**config.mk**
```make
export PLATFORM = sky130hd
export DESIGN_NAME = opnd_agu
export DESIGN_NICKNAME = d
export VERILOG_FILES = /design/src/rtl/agu_pkg.sv /design/src/rtl/agu_regfile.sv /design/src/rtl/agu_ea_calc.sv /design/src/rtl/opnd_agu.sv
export SDC_FILE = /design/constraint.sdc
export NUM_CORES = 1
export LEC_CHECK = 0
export BUFFER_PORTS_ARGS = -buffer_cell sky130_fd_sc_hd__buf_4
export CORE_MARGIN = 5
export CORE_UTILIZATION = 57
export DETAILED_ROUTE_END_ITERATION = 6
export PLACE_DENSITY = 0.81
export SYNTH_ARGS = -nofsm -noshare
export SYNTH_HDL_FRONTEND = slang
export SYNTH_SLANG_ARGS = --single-unit
```
**constraint.sdc**
```tcl
create_clock -name clk_i -period 6.1 [get_ports clk_i]
set_input_delay 0.915 -clock clk_i [delete_from_list [all_inputs] [get_ports clk_i]]
set_output_delay 0.915 -clock clk_i [all_outputs]
set_load 0.02 [all_outputs]
```
**src/rtl/agu_pkg.sv**
```systemverilog
package agu_pkg;
  typedef enum logic [2:0] {
    AM_REG          = 3'd0,
    AM_REG_DEF      = 3'd1,
    AM_AUTO_INC     = 3'd2,
    AM_AUTO_DEC     = 3'd3,
    AM_AUTO_INC_DEF = 3'd4,
    AM_DISP         = 3'd5,
    AM_DISP_DEF     = 3'd6,
    AM_BAD          = 3'd7
  } amode_e;

  typedef enum logic [1:0] {
    ST_IDLE = 2'd0,
    ST_REQ  = 2'd1,
    ST_WAIT = 2'd2
  } agu_state_e;
endpackage

```
**src/rtl/agu_regfile.sv**
```systemverilog
module agu_regfile #(
  parameter int XLEN = 32,
  parameter int NREG = 8,
  localparam int RAW = $clog2(NREG)
) (
  input  logic            clk_i,
  input  logic            rst_ni,
  input  logic [RAW-1:0]  ra_a_i,
  output logic [XLEN-1:0] rd_a_o,
  input  logic [RAW-1:0]  ra_b_i,
  output logic [XLEN-1:0] rd_b_o,
  input  logic            ld_we_i,
  input  logic [RAW-1:0]  ld_sel_i,
  input  logic [XLEN-1:0] ld_data_i,
  input  logic            wb_we_i,
  input  logic [RAW-1:0]  wb_sel_i,
  input  logic [XLEN-1:0] wb_data_i
);
  logic [XLEN-1:0] regs [NREG];

  for (genvar g = 0; g < NREG; g++) begin : g_reg
    always_ff @(posedge clk_i or negedge rst_ni) begin
      if (!rst_ni)                                regs[g] <= '0;
      else if (wb_we_i && wb_sel_i == RAW'(g))    regs[g] <= wb_data_i;  // internal write wins
      else if (ld_we_i && ld_sel_i == RAW'(g))    regs[g] <= ld_data_i;
    end
  end

  assign rd_a_o = regs[ra_a_i];
  assign rd_b_o = regs[ra_b_i];
endmodule

```
**src/rtl/agu_ea_calc.sv**
```systemverilog
module agu_ea_calc
  import agu_pkg::*;
#(
  parameter int XLEN = 32,
  localparam int PTR_BYTES = XLEN / 8
) (
  input  amode_e          mode_i,
  input  logic            indexed_i,
  input  logic [XLEN-1:0] base_val_i,
  input  logic [XLEN-1:0] idx_val_i,
  input  logic [XLEN-1:0] disp_i,
  input  logic [1:0]      disp_sz_i,
  input  logic [1:0]      size_i,
  output logic [XLEN-1:0] addr0_o,
  output logic [XLEN-1:0] idx_off_o,
  output logic            wb_en_o,
  output logic [XLEN-1:0] wb_val_o,
  output logic            deferred_o,
  output logic            reg_mode_o,
  output logic            illegal_o
);
  logic [XLEN-1:0] sz_bytes, disp_ext;

  assign sz_bytes = XLEN'(1) << size_i;

  always_comb begin
    case (disp_sz_i)
      2'd0:    disp_ext = {{(XLEN-8){disp_i[7]}}, disp_i[7:0]};
      2'd1:    disp_ext = {{(XLEN-16){disp_i[15]}}, disp_i[15:0]};
      default: disp_ext = disp_i;
    endcase
  end

  assign idx_off_o  = indexed_i ? (idx_val_i << size_i) : '0;
  assign reg_mode_o = (mode_i == AM_REG);
  assign deferred_o = (mode_i == AM_AUTO_INC_DEF) || (mode_i == AM_DISP_DEF);
  assign illegal_o  = (mode_i == AM_BAD) || (reg_mode_o && indexed_i);

  always_comb begin
    addr0_o  = base_val_i;
    wb_en_o  = 1'b0;
    wb_val_o = base_val_i;
    case (mode_i)
      AM_AUTO_INC: begin
        wb_en_o  = 1'b1;
        wb_val_o = base_val_i + sz_bytes;
      end
      AM_AUTO_DEC: begin
        addr0_o  = base_val_i - sz_bytes;  // pre-decrement
        wb_en_o  = 1'b1;
        wb_val_o = base_val_i - sz_bytes;
      end
      AM_AUTO_INC_DEF: begin
        wb_en_o  = 1'b1;
        wb_val_o = base_val_i + XLEN'(PTR_BYTES);
      end
      AM_DISP, AM_DISP_DEF: addr0_o = base_val_i + disp_ext;
      default: ;
    endcase
  end
endmodule

```
**src/rtl/opnd_agu.sv**
```systemverilog
module opnd_agu
  import agu_pkg::*;
#(
  parameter int XLEN = 32,
  parameter int NREG = 8,
  localparam int RAW = $clog2(NREG)
) (
  input  logic            clk_i,
  input  logic            rst_ni,
  input  logic            start_i,
  input  logic [2:0]      mode_i,
  input  logic            indexed_i,
  input  logic [RAW-1:0]  base_i,
  input  logic [RAW-1:0]  index_i,
  input  logic [XLEN-1:0] disp_i,
  input  logic [1:0]      disp_sz_i,
  input  logic [1:0]      size_i,
  input  logic            rf_ld_en_i,
  input  logic [RAW-1:0]  rf_ld_sel_i,
  input  logic [XLEN-1:0] rf_ld_data_i,
  output logic            mem_req_valid_o,
  input  logic            mem_req_ready_i,
  output logic [XLEN-1:0] mem_req_addr_o,
  input  logic            mem_rsp_valid_i,
  input  logic [XLEN-1:0] mem_rsp_data_i,
  output logic            busy_o,
  output logic            done_o,
  output logic            is_reg_o,
  output logic            fault_o,
  output logic [XLEN-1:0] operand_o
);
  agu_state_e      state_q;
  logic [XLEN-1:0] base_val, idx_val, addr0, idx_off, wb_val;
  logic            wb_en, deferred, reg_mode, illegal;
  logic [XLEN-1:0] ptr_addr_q, idx_off_q, wb_val_q, operand_q;
  logic [RAW-1:0]  wb_sel_q;
  logic            wb_en_q, done_q, fault_q, is_reg_q;
  logic            accept, rsp_take, int_we;
  logic [RAW-1:0]  int_sel;
  logic [XLEN-1:0] int_val;

  assign accept   = start_i && (state_q == ST_IDLE);
  assign rsp_take = (state_q == ST_WAIT) && mem_rsp_valid_i;
  assign int_we   = (accept && !illegal && !deferred && wb_en) || (rsp_take && wb_en_q);
  assign int_sel  = rsp_take ? wb_sel_q : base_i;
  assign int_val  = rsp_take ? wb_val_q : wb_val;

  agu_regfile #(.XLEN(XLEN), .NREG(NREG)) u_rf (
    .clk_i, .rst_ni,
    .ra_a_i(base_i), .rd_a_o(base_val),
    .ra_b_i(index_i), .rd_b_o(idx_val),
    .ld_we_i(rf_ld_en_i), .ld_sel_i(rf_ld_sel_i), .ld_data_i(rf_ld_data_i),
    .wb_we_i(int_we), .wb_sel_i(int_sel), .wb_data_i(int_val)
  );

  agu_ea_calc #(.XLEN(XLEN)) u_ea (
    .mode_i(amode_e'(mode_i)), .indexed_i, .base_val_i(base_val), .idx_val_i(idx_val),
    .disp_i, .disp_sz_i, .size_i,
    .addr0_o(addr0), .idx_off_o(idx_off), .wb_en_o(wb_en), .wb_val_o(wb_val),
    .deferred_o(deferred), .reg_mode_o(reg_mode), .illegal_o(illegal)
  );

  always_ff @(posedge clk_i or negedge rst_ni) begin
    if (!rst_ni) begin
      state_q    <= ST_IDLE;
      ptr_addr_q <= '0;
      idx_off_q  <= '0;
      wb_val_q   <= '0;
      wb_sel_q   <= '0;
      wb_en_q    <= 1'b0;
      done_q     <= 1'b0;
      fault_q    <= 1'b0;
      is_reg_q   <= 1'b0;
      operand_q  <= '0;
    end else begin
      done_q   <= 1'b0;
      fault_q  <= 1'b0;
      is_reg_q <= 1'b0;
      case (state_q)
        ST_IDLE: if (start_i) begin
          if (illegal) begin
            done_q    <= 1'b1;
            fault_q   <= 1'b1;
            operand_q <= '0;
          end else if (deferred) begin
            ptr_addr_q <= addr0;
            idx_off_q  <= idx_off;
            wb_val_q   <= wb_val;
            wb_sel_q   <= base_i;
            wb_en_q    <= wb_en;
            state_q    <= ST_REQ;
          end else begin
            done_q    <= 1'b1;
            is_reg_q  <= reg_mode;
            operand_q <= reg_mode ? base_val : addr0 + idx_off;
          end
        end
        ST_REQ: if (mem_req_ready_i) state_q <= ST_WAIT;
        ST_WAIT: if (mem_rsp_valid_i) begin
          done_q    <= 1'b1;
          operand_q <= mem_rsp_data_i + idx_off_q;
          state_q   <= ST_IDLE;
        end
        default: state_q <= ST_IDLE;
      endcase
    end
  end

  assign mem_req_valid_o = (state_q == ST_REQ);
  assign mem_req_addr_o  = ptr_addr_q;
  assign busy_o          = (state_q != ST_IDLE);
  assign done_o          = done_q;
  assign fault_o         = fault_q;
  assign is_reg_o        = is_reg_q;
  assign operand_o       = operand_q;

  AST_REQ_HOLD: assert property (@(posedge clk_i) disable iff (!rst_ni)
    mem_req_valid_o && !mem_req_ready_i |=> mem_req_valid_o && $stable(mem_req_addr_o));
  AST_IDLE_NO_REQ: assert property (@(posedge clk_i) disable iff (!rst_ni)
    !busy_o |-> !mem_req_valid_o);
  AST_RSP_DONE: assert property (@(posedge clk_i) disable iff (!rst_ni)
    busy_o && !mem_req_valid_o && mem_rsp_valid_i |=> done_o && !busy_o);
  AST_FAULT_DONE: assert property (@(posedge clk_i) disable iff (!rst_ni)
    fault_o |-> done_o && !is_reg_o && !busy_o);
  AST_ISREG_DONE: assert property (@(posedge clk_i) disable iff (!rst_ni)
    is_reg_o |-> done_o);
  AST_START_PROGRESS: assert property (@(posedge clk_i) disable iff (!rst_ni)
    start_i && !busy_o |=> done_o || busy_o);
endmodule

```
==> impl_metrics.yaml, run 1 <==
yosys:
  ys.flop_type: "dfrtp_1"
  async_reset_ff_share_pct: 100
  synth-edff-count: 0
  synth_most_common_cell: "nand2_1"
  synthCells: 3408
  synth_area_leader_cell: "dfrtp_1"
  synth_top_area_share_pct: 31.6
  syn_nets: 3633
  netlist_area_um2: 31100
  synth.distinct_cells: 91
  seq_area_frac_synth_pct: 31.6
  yosys-top-cells-count: "419 x nand2_1, 393 x dfrtp_1, 301 x nor2_1"
  synth.area.top_cells: "dfrtp_1 32%, mux4_2 10%, mux2i_1 8.6%"
  synth_seq_cells: 393
  synth_warnings: 0
  syn-mean-instance-area_um2: 9.13
hold_path:
  hold_class: "in2async"
timing:
  rsz0062_at_grt: "yes"
  worst_pin_slew_ns: 1.38
  drv_slew: 0
  finalSetupViolations: 0
  hold_violations: 0
  max_freq_mhz: 165
  final.setup.tns_ns: 0
  min_period_ns: 6.07
  relSlewSlack_pct: 7.52
  fin_ws_ns: 0.0286
  holdWs_ns: 0.354
  fin_crit_sh_pct: 99.5
  skew_ns: 0.0331
grt:
  grt_use_total_pct: 38.9
  antenna_found_initial: 2
  grt_first_pass_wirelength_um: 179000
  grt_start_max_net_pins: 148
  gr-total-overflow: 0
  grt_pass1_vias: 29404
detailed_routing:
  dr.pass1.iters: 7
  drc: 0
  drtIter0Drc: 4000
  avgRoutedWirePerCell_um: 26.7
  final_antenna_net_count: 0
  routed_via_density: 6.71
  drt-total-wl_um: 122000
  vias: 30621
setup_path:
  critPathArrivalTime_ns: 6.59
  reg2reg_from: "u_rf.regs[96]"
  reg2reg_setup_slack_ns: 0.09
  worst_setup_path_start_kind: "input pin"
  worstPathRequired_ns: 6.62
  crit_path_start: "base_i[1]"
  crit_type: "in2reg"
  path_max_fanout: 8
  end_kind: "flop"
layout:
  final_layout_size_suffix_gt1_share_pct: 28.5
  instances_no_fill: 4561
  postLayoutCellArea_um2: 37800
  layout-area-overhead-vs-synth_pct: 21.5
  nets: 4055
  fin_util_pct: 70.1
  fillers: 4012
placed_design:
  place.gp.congestion: 1.11
  pre_cts_ws_ns: -0.807
  hpwlAfterDp_um: 87600
  placedCellCount: 4457
  dpl_cell_area_um2: 35700
  io_buffers: 187
status:
  outcome: "finished, final reports clean"
pwr:
  leakagePower_nw: 17.2
  irDropWorstVdd_mv: 0.287
  total_power_mw: 16.8
  powerDensity_nw_per_um2: 445
floorplanning:
  core-area_um2: 53900
  die_area_um2: 59300
  fp.dieW_um: 244
  start_util_pct: 57.7
  ios: 188
  rows: 85
  die_h_um: 244
clock_network:
  cts.sinks: 393
  clock_latency_ns: 0.62
  cts_tree: "built"
  cts_buffers: 45
  cts.reportedPaths.clkPinSlew_ns: 0.06
  cts-root-buf: "clkbuf_16"
  htreeDepth: 2
  clk_path_buf_depth: 3
run:
  maxCapViolCount: 0
[path summary, 6_finish.rpt]
check / end / cells past startpoint
worst max register to register: operand_o[30] / 25
max in group asynchronous: idx_off_q[6] / 2
min in group clk_i: wb_val_q[31] / 2
worst max-delay path: operand_o[30] / 27
worst min register to register: wb_val_q[31] / 2
worst min-delay path: u_rf.regs[189] / 1
[cell families (layout without fill, tap and decap cells)]
logic type / Yosys count / after routing / share of synthesized area, %
AO/OA/AOI/OAI: 861 / 861 / 16.7
XOR/XNOR: 104 / 104 / 2.93
adder cells (fa/ha/maj): 107 / 107 / 4.42
buffers and inverters: 322 / 776 / 4.48
flip-flops: 393 / 393 / 31.6
multiplexers: 561 / 561 / 24.4
other: 0 / 3 / 0
AND/OR/NAND/NOR: 1060 / 1060 / 15.5
[flip-flops by register name, summed over array words and instances, names as in the netlist]
name and cells:
mem_req_addr_o 32, u_rf.regs 256, is_reg_o 1, idx_off_q 32, fault_o 1, done_o 1, wb_val_q 32, wb_en_q 1
operand_o 32, state_q 2, wb_sel_q 3
[layer usage]
layer	up-vias	global-route usage (%)	routed length (µm)
li1	13317	-	-
met1	14580	48.9	43100
met2	2189	59.6	53500
met3	531	11.2	15700
met4	4	24.2	9500
met5	-	0	87
[worst max-delay path, cell delays in order]
cell and delay [ns]:
buf_12 0.12, buf_12 0.15, mux4_2 0.51, mux2i_1 0.15
buf_4 0.17, clkinvlp_4 0.22, ha_4 0.30, a21o_1 0.18
a21o_1 0.19, a21oi_2 0.14, o21bai_1 0.09, a21o_1 0.20
buf_6 0.13, o41ai_4 0.34, buf_4 0.17, mux2i_1 0.18
o211ai_1 0.22, ha_1 0.42, a21o_1 0.15, a21oi_2 0.07
and3_4 0.17, a22o_4 0.23, or3_4 0.40, a31oi_4 0.20
nor3_2 0.06, or3b_4 0.36, a31oi_1 0.12
[placed cells by master, fill, tap and decap left out, types with 21 or more instances in the layout]
cell type,Yosys,routed
mux4_2,139,139
mux2_2,150,148
and2_1,48,48
nand2b_1,24,21
a21oi_1,282,271
nor2b_1,26,26
mux2i_1,267,258
a21o_1,47,47
o21ai_1,19,25
ha_1,101,93
a211oi_1,28,24
xnor2_1,73,73
o21ai_0,260,251
nand2_1,419,417
o211ai_1,22,22
clkbuf_16,0,48
a31oi_1,29,27
dfrtp_1,393,393
buf_4,14,590
xor2_1,31,31
inv_1,76,72
nor2_1,301,296
nor3_1,53,47
nand3_1,55,52
o21a_1,21,21
[final cells by class]
cell class                      count  area (µm²)  area share, %
Antenna cell                        3        7.51         0.0199
Inverter                           82         312          0.824
Clock inverter                     20         224          0.592
Timing Repair Buffer              615        4860           12.9
Multi-Input combinational cell   2693       20400           54.0
Sequential cell                   393        9830           26.0
Clock buffer                       59        1280           3.38
Tap cell                          696         871           2.30
[report_power, final]
group	switching (mW)	internal, mW	leakage [nW]
registers	0.830	3.57	4.76
logic	5.23	4.40	11.7
clock network	1.19	1.61	0.747
[what timing repair did]
action / in CTS / in global routing
cloned: 0 / 3
buffers inserted: 0 / 19
pin swaps: 2 / 44
gates resized for setup: 15 / 72
hold endpoints to repair: 0 / 0
hold buffers: 0 / 0
endpoints found under the setup margin: 7 / 19
No activity file was read; power rests on OpenSTA's default activity.
==> run 2: changes to the inputs <==
--- a/config.mk
+++ b/config.mk
@@ -7,9 +7,9 @@
 export LEC_CHECK = 0
 export BUFFER_PORTS_ARGS = -buffer_cell sky130_fd_sc_hd__buf_4
 export CORE_MARGIN = 5
-export CORE_UTILIZATION = 57
+export CORE_UTILIZATION = 55
 export DETAILED_ROUTE_END_ITERATION = 6
-export PLACE_DENSITY = 0.81
+export PLACE_DENSITY = 0.79
 export SYNTH_ARGS = -nofsm -noshare
 export SYNTH_HDL_FRONTEND = slang
 export SYNTH_SLANG_ARGS = --single-unit
==> run 2 against run 1 <==
Compared with the run above:
- the run now ends with setup timing left
- hold slack gained 0.017 ns
- clock power grew 6%
- combinational power shrank 0.9%
- design area is essentially flat
- worst setup slack lost 0.096 ns
- final cell count grew 1.0%
- non-clock buffer count shrank 17
- first-iteration DRC count shrank 8.0%
- fmax shrank 1.6%
==> impl_metrics.yaml, run 2 (synthesized netlist as in run 1, its figures left out) <==
placed_design:
  pre_cts_ws_ns: -0.700
  placedCellCount: 4513
  io_buffers: 187
  hpwlAfterDp_um: 87600
  place.gp.congestion: 1.09
floorplanning:
  core-area_um2: 56200
  start_util_pct: 55.4
  die_h_um: 248
  rows: 87
  fp.dieW_um: 248
  die_area_um2: 61400
  ios: 188
timing:
  max_freq_mhz: 162
  hold_violations: 0
  worst_pin_slew_ns: 1.22
  skew_ns: 0.0422
  fin_crit_sh_pct: 101
  finalSetupViolations: 2
  drv_slew: 0
  relSlewSlack_pct: 18.3
  fin_ws_ns: -0.0672
  rsz0062_at_grt: "yes"
  min_period_ns: 6.17
setup_path:
  end_kind: "flop"
  critPathArrivalTime_ns: 6.70
  rr_worst_depth: 26
  worst_r2r_endpoint: "operand_o[31]"
  worst_setup_path_start_kind: "input pin"
  crit_buf_inv: 2
  crit_type: "in2reg"
  reg2reg_from: "u_rf.regs[128]"
  slowest_stage: "mux4_2"
  reg2reg_setup_slack_ns: 0.02
  path_max_fanout: 8
  path_delay_family: "compound AO/OA/AOI/OAI gates"
  crit_chain: "buf_12, buf_12, mux4_2, mux2_4, ha_4, o21a_1, o21ai_2, a41o_1, maj3_2, o21ai_4, a21oi_2, a31o_4, or4_4, ha_4, nand3_2, or3b_4, nor2_2, o211ai_1, a21oi_1, o21bai_2, a31o_2, or4b_1, o2111ai_1, a41o_1"
  worstPathRequired_ns: 6.64
  slowest_delay_ns: 0.57
pwr:
  leakagePower_nw: 17.1
  internal-power_mw: 9.66
  clkPwrFrac_pct: 17.6
  total_power_mw: 16.9
  powerDensity_nw_per_um2: 447
  p_seq_share_pct: 26.0
  irDropWorstVdd_mv: 0.254
  switching_share_pct: 42.8
  power_switching_mw: 7.24
  pwr-share-comb_pct: 56.4
clock_network:
  hold_buffers: 0
  cts.sinks: 393
  htreeDepth: 2
  cts_tree: "built"
  cts_buffers: 45
  cts-root-buf: "clkbuf_16"
  clk_path_buf_depth: 3
  cts.reportedPaths.clkPinSlew_ns: 0.06
  clock_latency_ns: 0.62
layout:
  final_cell_mix: "577 x buf_4, 415 x nand2_1, 393 x dfrtp_1, 294 x nor2_1, 273 x a21oi_1"
  final_layout_size_suffix_gt1_share_pct: 28.2
  mostFrequentLayoutCell: "buf_4"
  largest_reg_flops: 256
  layout-area-overhead-vs-synth_pct: 21.5
  nets: 4038
  instances_no_fill: 4607
  top_register: "u_rf.regs"
grt:
  gr-max-usage-layer: "met2"
  use_met2_pct: 59.2
  grtUsageMet3_pct: 10.4
  grt_use_total_pct: 38.4
  grt_pass1_vias: 29307
  gr-total-overflow: 0
  grt_start_max_net_pins: 135
  grt_first_pass_wirelength_um: 179000
  met1_usage_pct: 48.5
  antenna_found_initial: 1
status:
  outcome: "finished, violations left"
  violations: "setup timing"
detailed_routing:
  final_antenna_net_count: 0
  dr.pass1.iters: 6
  drc: 0
  drt-total-wl_um: 122000
  avgRoutedWirePerCell_um: 26.4
  vias: 30468
  routed_via_density: 6.61
  drtIter0Drc: 3679
run:
  maxCapViolCount: 0
hold_path:
  hold_class: "in2async"
[run 2: cell count changes in the layout (fill, tap and decap cells not counted), sizes merged]
cell      change
clkinvlp      +1
buf          -15
clkbuf        -1
inv           +1
bufinv        +4
diode         -1
clkinv        -3
[run 2: area by class of cell]
class	count	area (µm²)
antenna	2	5.00
clock buffer	60	1250
clock inverter	23	338
fill	4388	18400
inverter	82	308
multi-input combinational	2693	20400
sequential	393	9830
tap	756	946
timing repair buffer	598	4680
[run 2: worst max-delay path by stage]
stage | slack, ns | startpoint | cells after the start | endpoint
after floorplan | -0.47 | base_i[1] | 30 | operand_o[30]
final | -0.07 | base_i[0] | 24 | operand_o[31]
after detailed placement | -0.70 | base_i[0] | 24 | operand_o[31]
after global placement | -0.57 | base_i[1] | 29 | operand_o[27]
after CTS | -0.009 | base_i[0] | 27 | operand_o[31]
after global routing | -0.17 | base_i[0] | 24 | operand_o[31]
[run 2: metal layers]
layer	share of wire, %	vias up	wire (µm)
met1	35	14562	43200
met2	45	2099	54400
met5	0	-	0
met4	7.6	0	9280
li1	-	13317	-
met3	12	490	14800
[run 2: timing repair]
item | 4_1_cts | 5_1_grt
gates resized for setup | 8 | 88
gates cloned | 0 | 1
pin swaps | 3 | 43
endpoints found under the setup margin | 4 | 20
buffers inserted | 1 | 8
[run 2: through the flow]
stage / hold slack [ns] / TNS [ns] / cell area [µm²] / util [%]
final: 0.371 / -0.0943 / 37800 / 67.3
after global placement: 0.451 / -7.70 / 35700 / 63.5
after global routing: 0.421 / -0.364 / 37800 / 67.3
after CTS: 0.375 / -0.00939 / 37300 / 66.4
after floorplan: 0.437 / -1.72 / 31300 / -
after detailed placement: 0.453 / -9.45 / 35700 / 63.5
[run 2: power groups by stage]
stage	clock [mW]	combinational, mW	sequential [mW]
4_1_cts	2.97	9.08	4.33
6_report	2.97	9.54	4.39
2_1_floorplan	0	5.16	4.34
5_1_grt	3.09	10.1	4.48
3_3_place_gp	0	8.85	4.30
3_5_place_dp	0	8.99	4.36
